**src/rtl/xlt_csr.sv**
```systemverilog
module xlt_csr #(
  parameter int ADDR_W = 8,
  parameter int LAT    = 4
) (
  input  logic              clk,
  input  logic              rst_n,
  input  logic              wr_en,
  input  logic [ADDR_W-1:0] wr_addr,
  input  logic [31:0]       wr_data,
  input  logic [ADDR_W-1:0] rd_addr,
  output logic [31:0]       rd_data,
  input  logic              flt_valid,
  input  logic [31:0]       flt_addr,
  input  logic              flt_write,
  input  logic              bus_err,
  output logic              irq
);
  localparam int CW = (LAT > 1) ? $clog2(LAT) : 1;
  localparam logic [CW-1:0] CNT_LOAD = CW'(LAT - 1);

  logic [19:0]   base_q;
  logic          paging_q, stall_q, fault_q, fwr_q;
  logic [31:0]   fa_q, gate_q;
  logic [1:0]    raw_q, mask_q;
  logic          pend_q;
  logic [1:0]    tgt_q;
  logic [CW-1:0] cnt_q;

  wire        cmd_we = wr_en && (wr_addr == ADDR_W'(8'h08));
  wire [1:0]  masked = raw_q & mask_q;
  wire [1:0]  clr    = (wr_en && wr_addr == ADDR_W'(8'h18)) ? wr_data[1:0] : 2'b00;
  wire        idle   = !pend_q && !fault_q;
  wire [31:0] status = {~stall_q, 25'b0, fault_q & fwr_q, ~fault_q, idle, stall_q, fault_q, paging_q};

  assign irq = |masked;

  always_ff @(posedge clk) begin
    if (!rst_n) begin
      base_q   <= '0;
      paging_q <= 1'b0;
      stall_q  <= 1'b0;
      fault_q  <= 1'b0;
      fwr_q    <= 1'b0;
      fa_q     <= '0;
      gate_q   <= '0;
      raw_q    <= '0;
      mask_q   <= '0;
      pend_q   <= 1'b0;
      tgt_q    <= '0;
      cnt_q    <= '0;
    end else begin
      if (pend_q) begin
        if (cnt_q == '0) begin
          pend_q <= 1'b0;
          case (tgt_q)
            2'd0: paging_q <= 1'b1;
            2'd1: paging_q <= 1'b0;
            2'd2: stall_q  <= 1'b1;
            default: stall_q <= 1'b0;
          endcase
        end else begin
          cnt_q <= cnt_q - 1'b1;
        end
      end

      if (flt_valid && !fault_q) begin
        fault_q <= 1'b1;
        fa_q    <= flt_addr;
        fwr_q   <= flt_write;
      end

      if (cmd_we) begin
        case (wr_data)
          32'd0, 32'd1, 32'd3: begin
            pend_q <= 1'b1;
            tgt_q  <= wr_data[1:0];
            cnt_q  <= CNT_LOAD;
          end
          32'd2: if (paging_q) begin
            pend_q <= 1'b1;
            tgt_q  <= 2'd2;
            cnt_q  <= CNT_LOAD;
          end
          32'd5: fault_q <= 1'b0;
          32'd6: begin
            base_q   <= '0;
            paging_q <= 1'b0;
            stall_q  <= 1'b0;
            fault_q  <= 1'b0;
            pend_q   <= 1'b0;
          end
          default: ;
        endcase
      end

      if (wr_en) begin
        case (wr_addr)
          ADDR_W'(8'h00): base_q <= wr_data[31:12];
          ADDR_W'(8'h1C): mask_q <= wr_data[1:0];
          ADDR_W'(8'h24): gate_q <= wr_data;
          default: ;
        endcase
      end

      raw_q <= (raw_q & ~clr) | {bus_err, flt_valid};
    end
  end

  always_comb begin
    case (rd_addr)
      ADDR_W'(8'h00): rd_data = {base_q, 12'b0};
      ADDR_W'(8'h04): rd_data = status;
      ADDR_W'(8'h0C): rd_data = fa_q;
      ADDR_W'(8'h14): rd_data = {30'b0, raw_q};
      ADDR_W'(8'h1C): rd_data = {30'b0, mask_q};
      ADDR_W'(8'h20): rd_data = {30'b0, masked};
      ADDR_W'(8'h24): rd_data = gate_q;
      default:        rd_data = '0;
    endcase
  end
endmodule

```
**config.mk**
```make
export PLATFORM = sky130hd
export DESIGN_NAME = xlt_csr
export DESIGN_NICKNAME = d
export VERILOG_FILES = /design/src/rtl/xlt_csr.sv
export SDC_FILE = /design/constraint.sdc
export NUM_CORES = 1
export LEC_CHECK = 0
export ABC_AREA = 1
export BUFFER_PORTS_ARGS = -buffer_cell sky130_fd_sc_hd__buf_4
export CORE_ASPECT_RATIO = 1.4
export CORE_MARGIN = 2
export CORE_UTILIZATION = 55
export CTS_BUF_LIST = sky130_fd_sc_hd__clkbuf_4 sky130_fd_sc_hd__clkbuf_8
export CTS_CLUSTER_DIAMETER = 100
export DETAILED_ROUTE_END_ITERATION = 12
export PLACE_DENSITY = 0.82
export SETUP_SLACK_MARGIN = 0.5
export SYNTH_ARGS = -nofsm -noshare
export SYNTH_HDL_FRONTEND = slang
export SYNTH_SLANG_ARGS = --single-unit
```
**constraint.sdc**
```tcl
create_clock -name clk -period 1.4 [get_ports clk]
set_input_delay 0.14 -clock clk [delete_from_list [all_inputs] [get_ports clk]]
set_output_delay 0.14 -clock clk [all_outputs]
set_load 0.005 [all_outputs]
```
==> results of run 1 <==
-- cells by family after synthesis --
| logic type | synth area share, % |
|---|---|
| compound gates | 20.35 |
| simple gates | 25.74 |
| flops | 43.15 |
| buf+inv | 10.76 |
-- metrics by stage --
step	utilization, %	setup TNS [ps]	hold slack, ps
3_5_place_dp	72.62	-2468	369.0
4_1_cts	93.77	-191.3	1.724
2_1_floorplan	-	0	255.8
3_3_place_gp	72.62	-910.3	362.4
-- timing repair --
action	in CTS
cloned	11
gates resized for setup	271
hold buffers	27
setup endpoints to repair	93
pin swaps	92
buffers inserted	23
hold endpoints to repair	27
==> impl_results.md, run 1 <==
- Run status: aborted with a tool error
- Failing step: global routing (5_1_grt)
- First error: [ERROR DPL-0038] Utilization greater than 100%, impossible to legalize
- Syn Std Cell Area: roughly 4500 um2
- Most common cell in the netlist: nand2_1
- Cell taking the most area after synthesis: dfxtp_1
- Post-Syn Area per Cell: around 6.7 um2
- Syn_nets: between 700 and 800
- # IOs: around 120
- Die span in x: a little over 80 um
- Most area-consuming cells after synthesis: dfxtp_1 43%, nand2_1 11%, nor2_1 9.8%
- PortBufs: ~120
- EDFF count, synth: 0
- CTS buffer count: 9
- Initial Util: between 50% and 60%
- Share of synthesized flip-flops with an asynchronous set or reset: 0%
- Dpl cell area: roughly 5800 um2
- Largest net degree at the start of global routing: 65
- CTS Buffer Depth: 2
- Clock sink total: 97
- Clock root buffer: clkbuf_8
- Synth cell types: 26
- H-Tree Depth: 3
- Most frequent cells after synthesis: 127 x nand2_1, 117 x nor2_1, 97 x dfxtp_1
- WEP type: top-level output
- Pre-CTS WS: -90.22 ps
- Core Rows: 39
- Synth Instances: around 680
- Synth Register Bits: a little under 100
- GPL Wtd Cong: slightly below 0.9
- Synth warnings: 0
- Post-DP HPWL: 8829 um
- Placed Instances: between 800 and 900
- Synth Flop Type: dfxtp_1
- Die Y: 111.0 um
- Yosys top cell area share: 43.15%
- Worst EP post-GRT repair: rd_data[20]
- Register area share after synthesis: a little over two fifths
==> run 2: changes to the inputs <==
- CORE_ASPECT_RATIO: 1.4 -> unset
- CORE_UTILIZATION: 55 -> 40
- CTS_BUF_LIST: sky130_fd_sc_hd__clkbuf_4 sky130_fd_sc_hd__clkbuf_8 -> unset
- CTS_CLUSTER_DIAMETER: 100 -> unset
- PLACE_DENSITY: 0.82 -> unset
- PLACE_DENSITY_LB_ADDON: unset -> 0.15
- SETUP_SLACK_MARGIN: 0.5 -> unset
==> impl_results.md, run 2 <==
- Fin Hold WS: a little over 8 ps
- Worst setup margin: -69.35 ps
- Commonest non-fill, non-tap cell in the layout: buf_4
- Most frequent cell on the critical path: buf_4
- Worst-Margin Slew: approximately 320 ps
- P_int: 3.933 mW
- Synth Register Bits: 97 (unchanged)
- R2R Path Start: fault_q
- Residual DRC: 0
- Clock share of power: roughly a third
- First-pass GRT wire length: ~21,000 um
- TritonRoute pass-1 iters: 6
- Layout cell share with drive strength beyond 1: between 20% and 30%
- Antenna violations before repair: 1
- Relative slew margins: between 70 and 80%
- H-Tree Depth: 3 (unchanged)
- FMAX: 680.6 MHz
- Most frequent cells in the layout: 146 x buf_4, 114 x nor2_1, 113 x nand2_1, 94 x dfxtp_1, 80 x inv_1
- Worst-path fanout max: 10
- Failing checks: negative setup slack
- Worst reg2reg path depth: 5
- Crit end category: primary output
- Syn_nets: 761 (unchanged)
- Run status: complete, but fails checks
- Die span in x: 110.1 um (+37%)
- CTS tree: yes
- Sw Ratio: 25.10%
- Unrepaired setup endpoints after global routing: yes
- Clock root buffer: clkbuf_8
- P per Cell Area: 813.7 nW/um2
- Synth Instances: 675 (unchanged)
- Yosys top cell area share: 43.15% (unchanged)
- Period minus WS final: 1469 ps
- Clock sink total: 97 (unchanged)
- Final wirelength: around 14,000 um
- Hold Path Class: in -> reg
- Share of synthesized flip-flops with an asynchronous set or reset: 0% (unchanged)
- Hold_sp: flt_addr[28]
- Post-Syn Area per Cell: 6.668 um2 (unchanged)
- Largest net degree at the start of global routing: 41
- Fin. Hold Viols: 0
- Grt ovf: 0
- Setup TNS: -624.4 ps
- Final Net Count: around 920
- Clk Latency, worst-skew pair: approximately 360 ps
- Critical path cell sequence: buf_4 -> inv_2 -> nor4_4 -> buf_4 -> buf_6 -> nand2_1 -> o211ai_1 -> buf_4
- CP bufs+invs: 5
- Iteration-0 DRC Markers: roughly 200
- Comb power frac: 12.2%
- R2R Path End: fa_q[1]
- Final period util: 105.0%
- Critical-path cell with the highest stage delay: nor4_4
- Final Setup Violations: 20
- Global-route usage over all layers: around 22%
- Slowest stage delay, CP: roughly 300 ps
- CP startpoint kind: input pin
- Core area: approximately 11,000 um2
- Most frequent cells after synthesis: 127 x nand2_1, 117 x nor2_1, 97 x dfxtp_1
- Max-slew violations: 0
- Static Leak: 2.708 nW
- Register area share after synthesis: 43.15% (unchanged)
- Most common cell in the netlist: nand2_1
- CTS buffer count: 9 (unchanged)
- Largest registers: fa_q (32), gate_q (32), base_q (20)
- Worst Hold Depth: 3
- Number of global-route vias before repair: approximately 4,600
- Flop2flop setup slack: 200 ps
- Total number of vias: slightly below 5,000
- Delay-heaviest family, CP: buffers and inverters
- EDFF count, synth: 0 (unchanged)
- Synth cell types: 26 (unchanged)
- Max-Cap Viols: 0
- PortBufs: 118 (unchanged)
- Final ANT Viol Nets: 0
- Clock-pin slew on the worst setup and hold paths: 100 ps
- Synth Flop Type: dfxtp_1
- Syn Std Cell Area: 4501 um2 (unchanged)
- Die Y: 110.1 um (-0.86%)
- Arrival time of the worst setup path: around 1300 ps
- Synth warnings: 0 (unchanged)
- Final Core Density: between 50 and 60%
- Initial Util: 41.34% (-15 points)
- CTS Buffer Depth: 2 (unchanged)
- Skew final: between 7 and 8 ps
- Cell taking the most area after synthesis: dfxtp_1
- Most area-consuming cells after synthesis: dfxtp_1 43%, nand2_1 11%, nor2_1 9.8%
- GPL Wtd Cong: 0.8996 (+0.55%)
- Seq pwr share: a little over half
- Die area: 12,120 um2
- Via/cell ratio: approximately 5.0
- Syn-to-layout area delta: 43.37%
- # IOs: 119 (unchanged)
- Crit path kind: in -> out
- Overall power: around 5.3 mW
- Sw power: 1.318 mW
- WHS Endpoint: fa_q[28]
- WP data required: 1260 ps
- Max rail drop VDD: 0.0005348 V
- Diodes inserted: 0
- Core Rows: 38 (-2.6%)
- Post-DP HPWL: 9235 um (+4.6%)
- Routed wire per std cell: 14.63 um
-- run 2: cell counts after synthesis --
No cell type changed its count.
-- run 2: cell type report --
class	instances	area, um2
inverters	89	354.1
clock inverters	2	13.76
multi-input cells	453	2242
flip-flops and latches	97	1946
clock buffers	12	165.2
well taps	140	175.2
fillers	1077	4436
repair buffers	180	1556
-- run 2: cells by family (layout without fill, tap and decap cells) --
family	Yosys count	after routing	synth area share [%]
flip-flops	97	97	43.15
buffers and inverters	125	283	10.76
AO/OA/AOI/OAI	169	169	20.35
AND/OR/NAND/NOR	284	284	25.74
-- run 2: worst min-delay path, stage by stage --
cell	delay, ps
buf_4	80
nor2_1	40
nor2_1	90
-- run 2: power groups by stage --
| stage | combinational [mW] | clock [mW] | sequential, mW |
|---|---|---|---|
| floorplan | 0.222 | 0 | 2.93 |
| global placement | 0.546 | 0 | 2.94 |
| detailed placement | 0.557 | 0 | 2.95 |
| CTS | 0.605 | 1.77 | 2.88 |
| global route | 0.704 | 1.86 | 2.89 |
| finish | 0.643 | 1.72 | 2.88 |
-- run 2: metal layers --
| layer | share of wire [%] | up-vias | global-route usage, % | wire length [um] |
|---|---|---|---|---|
| li1 | - | 2468 | - | - |
| met1 | 46 | 2189 | 29.30 | 6525 |
| met2 | 46 | 169 | 37.95 | 6540 |
| met3 | 6.5 | 22 | 4.056 | 921 |
| met4 | 1.7 | 0 | 5.967 | 244 |
| met5 | 0 | - | 0 | 0 |
-- run 2: per-stage QoR --
step	setup WS (ps)	instance area (um2)	instances
floorplan	238.9	4501	675
global placement	-206.2	5754	934
detailed placement	-221.2	5754	934
CTS	-30.57	6165	964
global route	-135.7	6452	973
finish	-69.35	6452	973
-- run 2: worst max-delay path by stage --
| stage | start | endpoint | slack [ps] | cells after the start |
|---|---|---|---|---|
| after detailed placement | rd_addr[1] | rd_data[12] | -220 | 8 |
| after global routing | rd_addr[7] | rd_data[17] | -140 | 9 |
| after floorplan | fault_q | fa_q[10] | 240 | 5 |
| final | rd_addr[3] | rd_data[12] | -70 | 8 |
| after CTS | rd_addr[5] | rd_data[26] | -30 | 8 |
| after global placement | rd_addr[0] | rd_data[26] | -210 | 8 |
-- run 2: timing repair --
item,CTS,global route
setup endpoints to repair,32,32
cloned,1,5
hold endpoints to repair,14,0
pin swaps,2,8
hold buffers,14,0
gates resized for setup,22,55
buffers inserted,1,4
Power figures use the tool's default switching activity.
